## src/rtl/irq_ctl_pkg.sv

```systemverilog
package irq_ctl_pkg;

  // Strobes handed from the decoder to the register datapath.
  typedef struct packed {
    logic statWr;
    logic maskWr;
  } ctlStrobe_t;

  // Which register drives the read word.
  typedef enum logic [1:0] {
    RD_NONE = 2'd0,
    RD_STAT = 2'd1,
    RD_MASK = 2'd2
  } rdSel_t;

endpackage

```

## src/rtl/irq_ctl_ctrl.sv

```systemverilog
module irq_ctl_ctrl
  import irq_ctl_pkg::*;
#(
  parameter int ADDR_W   = 8,
  parameter logic [ADDR_W-1:0] STAT_OFS = 8'h70,
  parameter logic [ADDR_W-1:0] MASK_OFS = 8'h74
) (
  input  logic              busWe,
  input  logic [ADDR_W-1:0] busAddr,
  output ctlStrobe_t        strobe,
  output rdSel_t            rdSel
);

  logic hitStat;
  logic hitMask;

  assign hitStat = (busAddr == STAT_OFS);
  assign hitMask = (busAddr == MASK_OFS);

  always_comb begin
    strobe        = '0;
    strobe.statWr = busWe && hitStat;
    strobe.maskWr = busWe && hitMask;
  end

  always_comb begin
    if (hitStat)      rdSel = RD_STAT;
    else if (hitMask) rdSel = RD_MASK;
    else              rdSel = RD_NONE;
  end

endmodule

```

## src/rtl/irq_ctl_dp.sv

```systemverilog
module irq_ctl_dp
  import irq_ctl_pkg::*;
#(
  parameter int IRQ_W  = 16,
  parameter int DATA_W = 32
) (
  input  logic              clk,
  input  logic              rstN,
  input  ctlStrobe_t        strobe,
  input  rdSel_t            rdSel,
  input  logic [DATA_W-1:0] busWdata,
  input  logic [IRQ_W-1:0]  srcReq,
  output logic [DATA_W-1:0] rdData,
  output logic [IRQ_W-1:0]  statusQ,
  output logic [IRQ_W-1:0]  maskQ,
  output logic              cpuIrq
);

  localparam int PAD_W = DATA_W - IRQ_W;

  logic [IRQ_W-1:0] wrLo;
  logic [IRQ_W-1:0] statusD;
  logic [IRQ_W-1:0] maskD;
  logic             irqD;
  logic             unusedHi;

  assign wrLo     = busWdata[IRQ_W-1:0];
  assign unusedHi = ^busWdata[DATA_W-1:IRQ_W];

  // Per-bit pending logic: acknowledge clears through AND, request sets last.
  for (genvar b = 0; b < IRQ_W; b++) begin : gBit
    assign statusD[b] = srcReq[b] | (statusQ[b] & ~(strobe.statWr & ~wrLo[b]));
  end

  assign maskD = strobe.maskWr ? wrLo : maskQ;
  assign irqD  = |(statusD & maskD);

  always_ff @(posedge clk) begin
    if (!rstN) begin
      statusQ <= '0;
      maskQ   <= '0;
      cpuIrq  <= 1'b0;
    end else begin
      statusQ <= statusD;
      maskQ   <= maskD;
      cpuIrq  <= irqD;
    end
  end

  always_comb begin
    unique case (rdSel)
      RD_STAT: rdData = {{PAD_W{1'b0}}, statusQ};
      RD_MASK: rdData = {{PAD_W{1'b0}}, maskQ};
      default: rdData = '0;
    endcase
  end

endmodule

```

## src/rtl/irq_ctl_top.sv

```systemverilog
module irq_ctl_top
  import irq_ctl_pkg::*;
#(
  parameter int IRQ_W  = 16,
  parameter int DATA_W = 32,
  parameter int ADDR_W = 8,
  parameter logic [ADDR_W-1:0] STAT_OFS = 8'h70,
  parameter logic [ADDR_W-1:0] MASK_OFS = 8'h74
) (
  input  logic              clk,
  input  logic              rstN,
  input  logic [ADDR_W-1:0] busAddr,
  input  logic              busWe,
  input  logic [DATA_W-1:0] busWdata,
  output logic [DATA_W-1:0] rdData,
  input  logic [IRQ_W-1:0]  srcReq,
  output logic              cpuIrq
);

  ctlStrobe_t       strobe;
  rdSel_t           rdSel;
  logic [IRQ_W-1:0] statusQ;
  logic [IRQ_W-1:0] maskQ;

  irq_ctl_ctrl #(
    .ADDR_W  (ADDR_W),
    .STAT_OFS(STAT_OFS),
    .MASK_OFS(MASK_OFS)
  ) ctrl_i (
    .busWe  (busWe),
    .busAddr(busAddr),
    .strobe (strobe),
    .rdSel  (rdSel)
  );

  irq_ctl_dp #(
    .IRQ_W (IRQ_W),
    .DATA_W(DATA_W)
  ) dp_i (
    .clk     (clk),
    .rstN    (rstN),
    .strobe  (strobe),
    .rdSel   (rdSel),
    .busWdata(busWdata),
    .srcReq  (srcReq),
    .rdData  (rdData),
    .statusQ (statusQ),
    .maskQ   (maskQ),
    .cpuIrq  (cpuIrq)
  );

endmodule

```

## config.mk

```make
export PLATFORM = sky130hd
export DESIGN_NAME = irq_ctl_top
export DESIGN_NICKNAME = d
export VERILOG_FILES = /design/src/rtl/irq_ctl_pkg.sv /design/src/rtl/irq_ctl_ctrl.sv /design/src/rtl/irq_ctl_dp.sv /design/src/rtl/irq_ctl_top.sv
export SDC_FILE = /design/constraint.sdc
export NUM_CORES = 1
export LEC_CHECK = 0
export CORE_ASPECT_RATIO = 0.9
export CORE_MARGIN = 10
export CORE_UTILIZATION = 45
export CTS_CLUSTER_DIAMETER = 60
export DETAILED_ROUTE_END_ITERATION = 10
export HOLD_SLACK_MARGIN = 0.15
export PLACE_DENSITY_LB_ADDON = 0.3
export SYNTH_ARGS = -nofsm -noshare
export SYNTH_HDL_FRONTEND = slang
export SYNTH_SLANG_ARGS = --single-unit
```

## constraint.sdc

```tcl
create_clock -name clk -period 7.15 [get_ports clk]
set_input_delay 1.43 -clock clk [delete_from_list [all_inputs] [get_ports clk]]
set_output_delay 1.43 -clock clk [all_outputs]
set_load 0.01 [all_outputs]
```

## Word-level counts from Yosys, hierarchy flattened

Cells that the tools add are included.

| storage, ports and cells | value |
|---|---|
| bits in registers | 33 |
| input bits | 59 |
| output and inout bits | 33 |
| logic and storage cells | 95 |

| operators by class | value |
|---|---|
| equality and inequality tests | 4 |
| mux-type cells | 4 |
| bitwise logic cells | 81 |
| reductions and logical operators | 3 |

Operators with widths:

| operator | number |
|---|---|
| 1-bit AND | 32 |
| 1-bit NOT | 32 |
| 16-bit one-hot mux with 2 select lines | 1 |
| 16-bit AND | 1 |
| 8-bit by 7-bit == test with 1-bit output, second input constant | 2 |
| 16-bit two-way mux | 1 |
| 1-bit OR | 16 |
| 16-bit OR reduction | 1 |
| 2-bit two-way mux | 2 |
| 2-bit by 1-bit == test with 1-bit output, second input constant | 1 |
| 2-bit == test, second input constant | 1 |
| 1-bit logical AND | 2 |

## Longest topological paths before layout

Gate-level depths: netlist (run 1).

| depth | value |
|---|---|
| depth after elaboration | 8 |
| mapped depth | 8 |
| gate-level depth less buffers | 5 |

## Cells and area by module

A second synthesis (run 1) with hierarchy kept.

| second synthesis, totals | value |
|---|---|
| cells, all modules | 246 |
| area total of the unflattened synthesis | 2039.5 sq um |

Modules (own cells, without submodules):

| module | instances | cells each | area an instance (sq um) | seq. area each (sq um) |
|---|---|---|---|---|
| irq_ctl_dp | 1 | 237 | 1964.4 | 660.6 |
| irq_ctl_ctrl | 1 | 9 | 75.1 | 0.0 |

## Worst setup path before layout (run 1)

Ideal clock, no wire load.

| timing | value |
|---|---|
| path kind | in2out |
| start point | input busAddr[2] |
| end point | output rdData[10] |
| data arrival time | 2.976 ns |
| data required time | 5.720 ns |
| path slack | 2.744 ns |
| stages | 7 |
| buffers on the path | 4 |
| cells stage by stage | buf_4 -> or4b_1 -> buf_2 -> nor2_1 -> buf_2 -> buf_1 -> a22o_1 |

| between the ends | value |
|---|---|
| cells in the longest elaborated chain, start to end | 5 |
| elaborated cells between the ends (all ways) | 7 |
| those cells by class | eq/ne (4); mux (3) |

RTL lines:

| element | RTL line | text |
|---|---|---|
| from (decl) | irq_ctl_top.sv:12 | `input logic [ADDR_W-1:0] busAddr,` |
| 8-bit by 7-bit == test with 1-bit output | irq_ctl_ctrl.sv:18 | `assign hitMask = (busAddr == MASK_OFS);` |
| 2-bit two-way mux | irq_ctl_ctrl.sv:28 | `else if (hitMask) rdSel = RD_MASK;` |
| 2-bit two-way mux (*) | irq_ctl_ctrl.sv:27 | `if (hitStat) rdSel = RD_STAT;` |
| 2-bit == test / 2-bit by 1-bit == test with 1-bit output (equally long branches) | irq_ctl_dp.sv:51 | `unique case (rdSel)` |
| 16-bit one-hot mux with 2 select lines (*) | irq_ctl_dp.sv:51 |  |
| to (decl) | irq_ctl_top.sv:15 | `output logic [DATA_W-1:0] rdData,` |

Every way passes the cells marked *; elsewhere a longest branch is shown, timed or not.

## Worst setup path after layout (run 1)

| timing | value |
|---|---|
| start point | input busAddr[2] |
| end point | output rdData[9] |

Same word-level chain as after synthesis.

==> impl_results.md, run 1 <==
* Outcome: finished clean
* Setup crit end kind: output pin
* Post-cts repair resize count at 0
* Reg-to-reg endpoint: dp_i.cpuIrq
* Category of the most critical setup path: primary input to output pin
* Synthesis Warnings at 0
* Pins over their slew limit at 0
* 1st-iter DRT viols at 113
* Number of endpoints with negative hold slack in the final report at 0
* Max-slew headroom at 47.2%
* Clock Tree Buf Depth at 2
* R2r setup slk at 5.61 ns
* Max cap viols at 0
* Clock tree from TritonCTS: built
* Total DRC errors in the routed layout at 0
* Share of post-route cells with drive strength above 1 at 8.24%
* Starting utilization of the core area at 47.6%
* Hold WS at 0.492 ns
* DRT Pass-1 Iters at 4
* Number of global-route vias before repair at 1945
* Final Util at 62.9%
* Reg2Reg Depth at 5
* VDD IR-drop max at 0.141 mV
* Leakage at 1.05 nW
* Post-Place Cells at 332
* Routed vias/inst at 5.65
* Hold endpoint: dp_i.statusQ[1]
* Area of the die at 7490 sq um
* Post-synthesis sequential area ratio at 33.2%
* Max incr delay on CP at 0.76 ns
* Number of distinct library cells after synthesis at 37
* Placed Area at 2550 sq um
* Layout-stage area growth over the synthesis result at 32.2%
* Slowest cell on the critical path: sky130_fd_sc_hd__or4b_1
* HPWL Detailed at 4.35 mm
* Clock buffer count from CTS at 5
* Worst hold path depth at 2
* Count of inserted antenna diode cells at 0
* Row Count at 22
* Highest Clock Rate at 165 MHz
* Post-CTS Setup Repair Bufs at 0
* Total wire length after detailed routing at 5.94 mm
* Ordered cell list for the critical path: clkdlybuf4s50_1, or4b_1, nor2_1, buf_4, a22o_1, clkdlybuf4s50_1
* Setup repair after global routing missed its margin: no
* Worst-path clk slew at 0.06 ns
* Maximum clock skew at final layout at 0.00439 ns
* Post-synthesis instance total at 226
* Number of failing setup endpoints in the final timing report at 0
* Nets@finish at 338
* Final Critical Period at 6.05 ns
* CTS Root Cell: sky130_fd_sc_hd__clkbuf_8
* Antenna violations before repair at 0
* Class of the tightest hold or removal check: flop to flop
* Final Instance Count excl. Fillers at 339
* Total power divided by cell area at 151 nW/um^2
* I/O pin total at 92
* Post-synthesis instance area at 1990 sq um
* Global-route congestion overflow total at 0
* Commonest non-fill, non-tap cell in the layout: sky130_fd_sc_hd__clkdlybuf4s50_1
* Global-route wire length before repair at 9.72 mm
* Final GP Congestion at 0.835
* Met2 WL post-DR at 2.86 mm
* Crit-path max FO at 15
* Count of vias placed by the detailed router at 1917
* Setup tns final at 0 ns
* Max Used Layer: met4
* Crit path DAT at 4.62 ns
* Minimum setup slack in the final design at 1.10 ns
* Antenna Nets Post-Route at 0
* Most frequent cells in the layout: sky130_fd_sc_hd__clkdlybuf4s50_1 (59), sky130_fd_sc_hd__dfxtp_1 (33), sky130_fd_sc_hd__nor2_1 (23)
* Critical Path RT at 5.72 ns
* Total number of clock tree sinks at 33
* Met3 routed wirelength at 453 um
* Kind of launch point of the worst setup path: primary input
* Crit share post-route at 84.6%
* H-Tree Level Count at 2
* Insertion delay of the later-clocked pin in the worst-skew pair at 0.29 ns
* Maximum number of pins on one net before global-route repair at 23
* DP Worst Slack at 1.13 ns
* Number of hold buffers added after CTS at 0
* Worst reg2reg path startpoint: dp_i.statusQ[14]
* Total Power at 0.399 mW
* Buffers added on ports at 59
* Flip-flop and latch count after synthesis at 33
* Avg Inst Size Synth at 8.81 sq um
* Die outline height at 83.1 um
* Worst-margin pin slew at 0.789 ns
* Hold Crit Start: dp_i.statusQ[1]
* WL/cell at 17.5 um
* Total non-filler cell area in the finished layout at 2630 sq um
* Length of routed wiring on met1 at 2.58 mm
* Overall Global Routing Usage at 15.4%
* Placeable core area at 4180 sq um
* CP most frequent cell: sky130_fd_sc_hd__clkdlybuf4s50_1
* Horiz. Die Dim at 90.1 um
-- worst max path at each step --
stage               cells past startpoint    endpoint  startpoint
floorplan                               7  rdData[10]  busAddr[2]
global placement                        6   rdData[9]  busAddr[2]
detailed placement                      6   rdData[0]  busAddr[2]
CTS                                     6  rdData[14]  busAddr[2]
global route                            6   rdData[9]  busAddr[2]
finish                                  6   rdData[9]  busAddr[2]
-- cell usage after synthesis --
| cell | n | area [sq um] |
|---|---|---|
| sky130_fd_sc_hd__o221ai_1 | 6 | 52.6 |
| sky130_fd_sc_hd__o21a_1 | 10 | 75.1 |
| sky130_fd_sc_hd__nor4b_1 | 1 | 8.76 |
| sky130_fd_sc_hd__o31a_1 | 8 | 70.1 |
| sky130_fd_sc_hd__buf_4 | 17 | 128 |
| sky130_fd_sc_hd__nor2b_1 | 5 | 31.3 |
| sky130_fd_sc_hd__or4_1 | 2 | 15.0 |
| sky130_fd_sc_hd__o211ai_1 | 5 | 37.5 |
| sky130_fd_sc_hd__buf_2 | 2 | 10.0 |
| sky130_fd_sc_hd__o211a_1 | 6 | 60.1 |
| sky130_fd_sc_hd__dfxtp_1 | 33 | 661 |
| sky130_fd_sc_hd__or2_2 | 13 | 81.3 |
| sky130_fd_sc_hd__o311a_1 | 4 | 40.0 |
| sky130_fd_sc_hd__conb_1 | 1 | 3.75 |
| sky130_fd_sc_hd__o41a_1 | 2 | 22.5 |
| sky130_fd_sc_hd__a22o_1 | 16 | 140 |
| sky130_fd_sc_hd__and2_1 | 1 | 6.26 |
| sky130_fd_sc_hd__a41oi_1 | 1 | 8.76 |
| sky130_fd_sc_hd__and4_1 | 2 | 17.5 |
| sky130_fd_sc_hd__mux2i_1 | 8 | 80.1 |
| sky130_fd_sc_hd__nand4b_1 | 1 | 8.76 |
| sky130_fd_sc_hd__nand4_1 | 7 | 43.8 |
| sky130_fd_sc_hd__nand3_1 | 2 | 10.0 |
| sky130_fd_sc_hd__and4b_1 | 1 | 10.0 |
| sky130_fd_sc_hd__nor3_1 | 1 | 5.00 |
| sky130_fd_sc_hd__nor4_4 | 1 | 21.3 |
| sky130_fd_sc_hd__buf_6 | 1 | 11.3 |
| sky130_fd_sc_hd__a21oi_1 | 2 | 10.0 |
| sky130_fd_sc_hd__buf_1 | 1 | 3.75 |
| sky130_fd_sc_hd__o2111ai_1 | 8 | 70.1 |
| sky130_fd_sc_hd__o22ai_1 | 3 | 18.8 |
| sky130_fd_sc_hd__nor2_1 | 23 | 86.3 |
| sky130_fd_sc_hd__o21ai_0 | 2 | 10.0 |
| sky130_fd_sc_hd__nor4_1 | 6 | 37.5 |
| sky130_fd_sc_hd__or4b_1 | 1 | 10.0 |
| sky130_fd_sc_hd__clkbuf_1 | 10 | 37.5 |
| sky130_fd_sc_hd__inv_1 | 13 | 48.8 |
-- area by class of cell --
type,count,area [sq um]
flip-flops and latches,33,661
clock buffers,7,86.3
well taps,60,75.1
fillers,389,1550
inverters,13,48.8
repair buffers,62,613
multi-input cells,164,1150
-- cell families (layout without fill, tap and decap cells) --
logic type	count (synthesis)	in the layout	share of synthesized area (%)
flip-flops	33	33	33.2
AND/OR/NAND/NOR	67	67	19.7
other	1	16	0.188
buffers and inverters	44	82	12.0
multiplexers	8	8	4.02
AO/OA/AOI/OAI	73	73	30.9
-- power by group --
group	leakage (nW)	total [mW]	internal [mW]	switching [mW]
Clock	0.0443	0.142	0.0763	0.0657
Sequential	0.271	0.193	0.191	0.00284
Combinational	0.734	0.0633	0.0331	0.0302
-- routing by layer --
layer | vias to the layer above | track usage, %
li1 | 941 | -
met1 | 891 | 18.7
met2 | 79 | 24.3
met3 | 6 | 6.12
met4 | 0 | 4.89
met5 | - | 0
-- critical path: cells and delay by family --
family	cells	cell delay [ns]
and+or+nand+nor	2	1.46
AOI/OAI and AO/OA	1	0.15
buffers and inverters	3	1.56
-- state kept, by name (all words and copies together), names as in the netlist --
register and flops:
dp_i.statusQ 16, dp_i.maskQ 16, dp_i.cpuIrq 1
(Power assumes the default switching activity.)
==> run 2, diff against run 1 <==
--- a/config.mk
+++ b/config.mk
@@ -7,7 +7,7 @@
 export LEC_CHECK = 0
 export CORE_ASPECT_RATIO = 0.9
 export CORE_MARGIN = 10
-export CORE_UTILIZATION = 45
+export CORE_UTILIZATION = 37
 export CTS_CLUSTER_DIAMETER = 60
 export DETAILED_ROUTE_END_ITERATION = 10
 export HOLD_SLACK_MARGIN = 0.15
==> constraint.sdc (replaced) <==
create_clock -name clk -period 5.1 [get_ports clk]
set_input_delay 1.02 -clock clk [delete_from_list [all_inputs] [get_ports clk]]
set_output_delay 1.02 -clock clk [all_outputs]
set_load 0.01 [all_outputs]
==> impl_results.md, run 2 (same netlist as run 1, synthesis figures left out) <==
* Critical Path RT at 4.08 ns
* Reg2Reg Depth at 5
* Family of cells with the greatest summed delay on the critical path: buffers and inverters
* Number of global-route vias before repair at 1948
* CTS Root Cell: sky130_fd_sc_hd__clkbuf_8
* Worst reg2reg path startpoint: dp_i.statusQ[14]
* Top Registers: dp_i.maskQ x16, dp_i.statusQ x16, dp_i.cpuIrq x1
* Sequential share of power at 48.1%
* Maximum clock skew at final layout at 0.00534 ns
* Highest Clock Rate at 230 MHz
* HPWL Detailed at 4.67 mm
* Hold endpoint: dp_i.statusQ[1]
* Placed Area at 2590 sq um
* Nets@finish at 343
* Worst-path clk slew at 0.07 ns
* Count of vias placed by the detailed router at 1943
* Kind of launch point of the worst setup path: primary input
* Clock network fraction of design power at 36.0%
* Total number of clock tree sinks at 33
* H-Tree Level Count at 2
* Setup repair after global routing missed its margin: no
* Global-route congestion overflow total at 0
* Outcome: finished clean
* Setup tns final at 0 ns
* Total wire length after detailed routing at 6.22 mm
* Antenna Nets Post-Route at 0
* Cell internal pwr at 0.422 mW
* Share of post-route cells with drive strength above 1 at 9.86%
* Crit path DAT at 3.33 ns
* Hold Crit Start: dp_i.statusQ[1]
* Row Count at 25
* Global-route wire length before repair at 9.76 mm
* Count of buffer and inverter cells on the critical path at 3
* Number of hold buffers added after CTS at 0
* DRT Pass-1 Iters at 4
* Class of the tightest hold or removal check: flop to flop
* Count of inserted antenna diode cells at 0
* Clock buffer count from CTS at 5
* Switching power as a share of total power at 25.2%
* R2r setup slk at 3.50 ns
* Worst-margin pin slew at 0.752 ns
* Final Critical Period at 4.35 ns
* Combinational share of power at 15.9%
* Slowest cell on the critical path: sky130_fd_sc_hd__or4_1
* Pins over their slew limit at 0
* Area of the die at 8720 sq um
* Placeable core area at 5220 sq um
* Insertion delay of the later-clocked pin in the worst-skew pair at 0.29 ns
* Worst hold path depth at 2
* Clock tree from TritonCTS: built
* Crit-path max FO at 9
* Buffers added on ports at 59
* I/O pin total at 92
* Total DRC errors in the routed layout at 0
* WL/cell at 17.7 um
* CP most frequent cell: sky130_fd_sc_hd__clkdlybuf4s50_1
* Antenna violations before repair at 0
* Horiz. Die Dim at 97.3 um
* Total non-filler cell area in the finished layout at 2680 sq um
* Final GP Congestion at 0.806
* Max cap viols at 0
* Layout-stage area growth over the synthesis result at 34.5%
* Number of endpoints with negative hold slack in the final report at 0
* Post-cts repair resize count at 0
* Overall Global Routing Usage at 13.9%
* Clock Tree Buf Depth at 2
* Maximum number of pins on one net before global-route repair at 23
* Commonest non-fill, non-tap cell in the layout: sky130_fd_sc_hd__clkdlybuf4s50_1
* Crit share post-route at 85.2%
* Max incr delay on CP at 0.63 ns
* Leakage at 1.07 nW
* Final Util at 51.3%
* Ordered cell list for the critical path: clkdlybuf4s50_1, or4_1, nor2_1, buf_4, a22o_1, clkdlybuf4s50_1
* Routed vias/inst at 5.54
* 1st-iter DRT viols at 139
* Reg-to-reg endpoint: dp_i.cpuIrq
* Starting utilization of the core area at 38.1%
* Post-CTS Setup Repair Bufs at 0
* Total power divided by cell area at 210 nW/um^2
* Max-slew headroom at 49.7%
* Setup crit end kind: output pin
* Number of failing setup endpoints in the final timing report at 0
* Category of the most critical setup path: primary input to output pin
* Psw at 0.142 mW
* VDD IR-drop max at 0.110 mV
* Most frequent cells in the layout: sky130_fd_sc_hd__clkdlybuf4s50_1 (59), sky130_fd_sc_hd__dfxtp_1 (33), sky130_fd_sc_hd__nor2_1 (23)
* Die outline height at 89.6 um
==> run 2: changes by cell type in the layout (fill, tap and decap cells not counted) <==
cell	delta
sky130_fd_sc_hd__buf_4	+5
==> run 2: worst max-delay path by stage <==
stage | start | endpoint | slack (ns) | cells past startpoint
floorplan | busAddr[2] | rdData[10] | 1.51 | 7
CTS | busAddr[2] | rdData[9] | 0.75 | 6
global placement | busAddr[2] | rdData[9] | 0.75 | 6
global route | busAddr[2] | rdData[6] | 0.64 | 6
detailed placement | busAddr[2] | rdData[9] | 0.75 | 6
finish | busAddr[2] | rdData[9] | 0.75 | 6
==> run 2: final cells by class <==
| class | count | area (sq um) |
|---|---|---|
| Timing Repair Buffer | 67 | 651 |
| Multi-Input combinational cell | 164 | 1150 |
| Clock buffer | 7 | 86.3 |
| Inverter | 13 | 48.8 |
| Tap cell | 67 | 83.8 |
| Sequential cell | 33 | 661 |
| Fill cell | 518 | 2540 |
==> run 2: through the flow <==
step	setup WS (ns)	power [mW]	instances	hold WS [ns]
after global placement	0.754	0.364	344	0.476
after CTS	0.753	0.565	351	0.498
after global routing	0.635	0.584	351	0.535
after floorplan	1.51	0.327	241	0.462
final	0.754	0.563	351	0.497
after detailed placement	0.750	0.366	344	0.489
==> run 2: power by group through the flow <==
stage               Clock, mW  Combinational, mW  Sequential [mW]
floorplan                   0             0.0506            0.276
global route            0.214             0.0977            0.272
global placement            0             0.0879            0.277
detailed placement          0             0.0889            0.277
CTS                     0.205             0.0893            0.271
finish                  0.203             0.0895            0.271
==> run 2: per-layer routing <==
layer	GRT usage (%)	part of all wire [%]	vias to the layer above
li1	-	-	952
met1	15.5	43	931
met2	24.6	50	53
met3	3.98	5.8	7
met4	5.94	1.3	0
met5	0	0	-
==> run 2: worst reg2reg max path, cell delays in order, from the launching register on <==
cell,delay [ns]
sky130_fd_sc_hd__dfxtp_1,0.30
sky130_fd_sc_hd__or2_2,0.30
sky130_fd_sc_hd__o21a_1,0.11
sky130_fd_sc_hd__o211ai_1,0.16
sky130_fd_sc_hd__nand4_1,0.18
sky130_fd_sc_hd__o41a_1,0.44
==> run 3, diff against run 2 <==
--- a/config.mk
+++ b/config.mk
@@ -7,7 +7,7 @@
 export LEC_CHECK = 0
 export CORE_ASPECT_RATIO = 0.9
 export CORE_MARGIN = 10
-export CORE_UTILIZATION = 37
+export CORE_UTILIZATION = 45
 export CTS_CLUSTER_DIAMETER = 60
 export DETAILED_ROUTE_END_ITERATION = 10
 export HOLD_SLACK_MARGIN = 0.15
==> constraint.sdc (replaced) <==
create_clock -name clk -period 5 [get_ports clk]
set_input_delay 1 -clock clk [delete_from_list [all_inputs] [get_ports clk]]
set_output_delay 1 -clock clk [all_outputs]
set_load 0.01 [all_outputs]
==> impl_results.md, run 3 (same netlist as run 1, synthesis figures left out) <==
* Slowest cell on the critical path: sky130_fd_sc_hd__or4_1
* Worst-margin pin slew at 0.781 ns
* Total number of clock tree sinks at 33
* Most frequent cells in the layout: sky130_fd_sc_hd__clkdlybuf4s50_1 (59), sky130_fd_sc_hd__dfxtp_1 (33), sky130_fd_sc_hd__nor2_1 (23)
* Clock buffer count from CTS at 5
* Hold endpoint: dp_i.statusQ[1]
* Leakage at 1.07 nW
* Placeable core area at 4180 sq um
* Crit share post-route at 85.9%
* H-Tree Level Count at 2
* Setup tns final at 0 ns
* Clock tree from TritonCTS: built
* Count of inserted antenna diode cells at 0
* Number of hold buffers added after CTS at 0
* Setup crit end kind: output pin
* Routed vias/inst at 5.70
* Total DRC errors in the routed layout at 0
* 1st-iter DRT viols at 114
* Highest Clock Rate at 233 MHz
* Insertion delay of the later-clocked pin in the worst-skew pair at 0.29 ns
* Overall Global Routing Usage at 15.4%
* Total Power at 0.562 mW
* Maximum number of pins on one net before global-route repair at 19
* Antenna violations before repair at 0
* Total wire length after detailed routing at 6.02 mm
* Post-cts repair resize count at 0
* Layout-stage area growth over the synthesis result at 33.7%
* Worst-path clk slew at 0.06 ns
* Pins over their slew limit at 0
* Reg-to-reg endpoint: dp_i.cpuIrq
* Buffers added on ports at 59
* Max incr delay on CP at 0.63 ns
* Ordered cell list for the critical path: clkdlybuf4s50_1, or4_1, nor2_1, buf_4, a22o_1, clkdlybuf4s50_1
* Total non-filler cell area in the finished layout at 2660 sq um
* Clock Tree Buf Depth at 2
* Minimum setup slack in the final design at 0.707 ns
* Global-route congestion overflow total at 0
* Class of the tightest hold or removal check: flop to flop
* Final Critical Period at 4.29 ns
* Die outline height at 83.1 um
* Global-route wire length before repair at 9.67 mm
* Critical Path RT at 4.00 ns
* Crit path DAT at 3.29 ns
* Row Count at 22
* Hold Crit Start: dp_i.statusQ[1]
* WL/cell at 17.5 um
* CTS Root Cell: sky130_fd_sc_hd__clkbuf_8
* Outcome: finished clean
* R2r setup slk at 3.42 ns
* Horiz. Die Dim at 90.1 um
* Maximum clock skew at final layout at 0.00161 ns
* Final GP Congestion at 0.846
* Top Registers: dp_i.maskQ x16, dp_i.statusQ x16, dp_i.cpuIrq x1
* Post-CTS Setup Repair Bufs at 0
* Category of the most critical setup path: primary input to output pin
* Setup repair after global routing missed its margin: no
* Kind of launch point of the worst setup path: primary input
* Number of endpoints with negative hold slack in the final report at 0
* DRT Pass-1 Iters at 4
* Total power divided by cell area at 211 nW/um^2
* Placed Area at 2580 sq um
* Crit-path max FO at 9
* Starting utilization of the core area at 47.6%
* Final Util at 63.7%
* Share of post-route cells with drive strength above 1 at 9.47%
* Max-slew headroom at 47.8%
* CP most frequent cell: sky130_fd_sc_hd__clkdlybuf4s50_1
* VDD IR-drop max at 0.148 mV
* Reg2Reg Depth at 5
* Count of buffer and inverter cells on the critical path at 3
* Number of global-route vias before repair at 1930
* Commonest non-fill, non-tap cell in the layout: sky130_fd_sc_hd__clkdlybuf4s50_1
* Antenna Nets Post-Route at 0
* Nets@finish at 343
* Number of failing setup endpoints in the final timing report at 0
* Max cap viols at 0
* I/O pin total at 92
* Family of cells with the greatest summed delay on the critical path: buffers and inverters
* Count of vias placed by the detailed router at 1966
* DP Worst Slack at 0.730 ns
* HPWL Detailed at 4.47 mm
* Area of the die at 7490 sq um
* Worst hold path depth at 2
* Worst reg2reg path startpoint: dp_i.statusQ[14]
==> run 3: cell types whose count changed in the layout (fill, tap and decap cells not counted), sizes merged <==
cell,previous run,this run
clkbuf,7,8
==> run 3: cell type report <==
cell class	count	area, sq um
Multi-Input combinational cell	164	1150
Tap cell	60	75.1
Sequential cell	33	661
Clock buffer	8	80.1
Timing Repair Buffer	67	651
Fill cell	369	1520
Inverter	13	48.8
==> run 3: worst min-delay path: cells and delay by family (launching register included) <==
family	cells	cell delay, ns
compound gates	2	0.14
flops	1	0.31
==> run 3: through the flow <==
stage                     cells  hold slack [ns]
after floorplan             241            0.462
after global placement      337            0.472
after detailed placement    337            0.491
after CTS                   345            0.500
after global routing        345            0.533
final                       345            0.501
==> run 3: routing by layer <==
| layer | up-vias | global-route usage [%] | part of all wire (%) | routed length, um |
|---|---|---|---|---|
| li1 | 957 | - | - | - |
| met1 | 911 | 18.3 | 43 | 2600 |
| met2 | 85 | 25.0 | 47 | 2850 |
| met3 | 13 | 5.22 | 7.6 | 457 |
| met4 | 0 | 5.89 | 1.9 | 116 |
| met5 | - | 0 | 0 | 0 |
==> run 3: worst max-delay path by stage <==
stage,from,slack (ns),to,cells after the start
floorplan,busAddr[2],1.45,rdData[10],7
global placement,busAddr[2],0.74,rdData[5],6
detailed placement,busAddr[2],0.73,rdData[5],6
CTS,busAddr[2],0.73,rdData[5],6
global route,busAddr[2],0.60,rdData[9],6
finish,busAddr[2],0.71,rdData[5],6
==> run 3: report_power, final <==
| part | internal (mW) | switching (mW) | total, mW |
|---|---|---|---|
| sequential | 0.272 | 0.00410 | 0.277 |
| combinational | 0.0484 | 0.0433 | 0.0917 |
| clock | 0.0988 | 0.0947 | 0.194 |
| total | 0.420 | 0.142 | 0.562 |
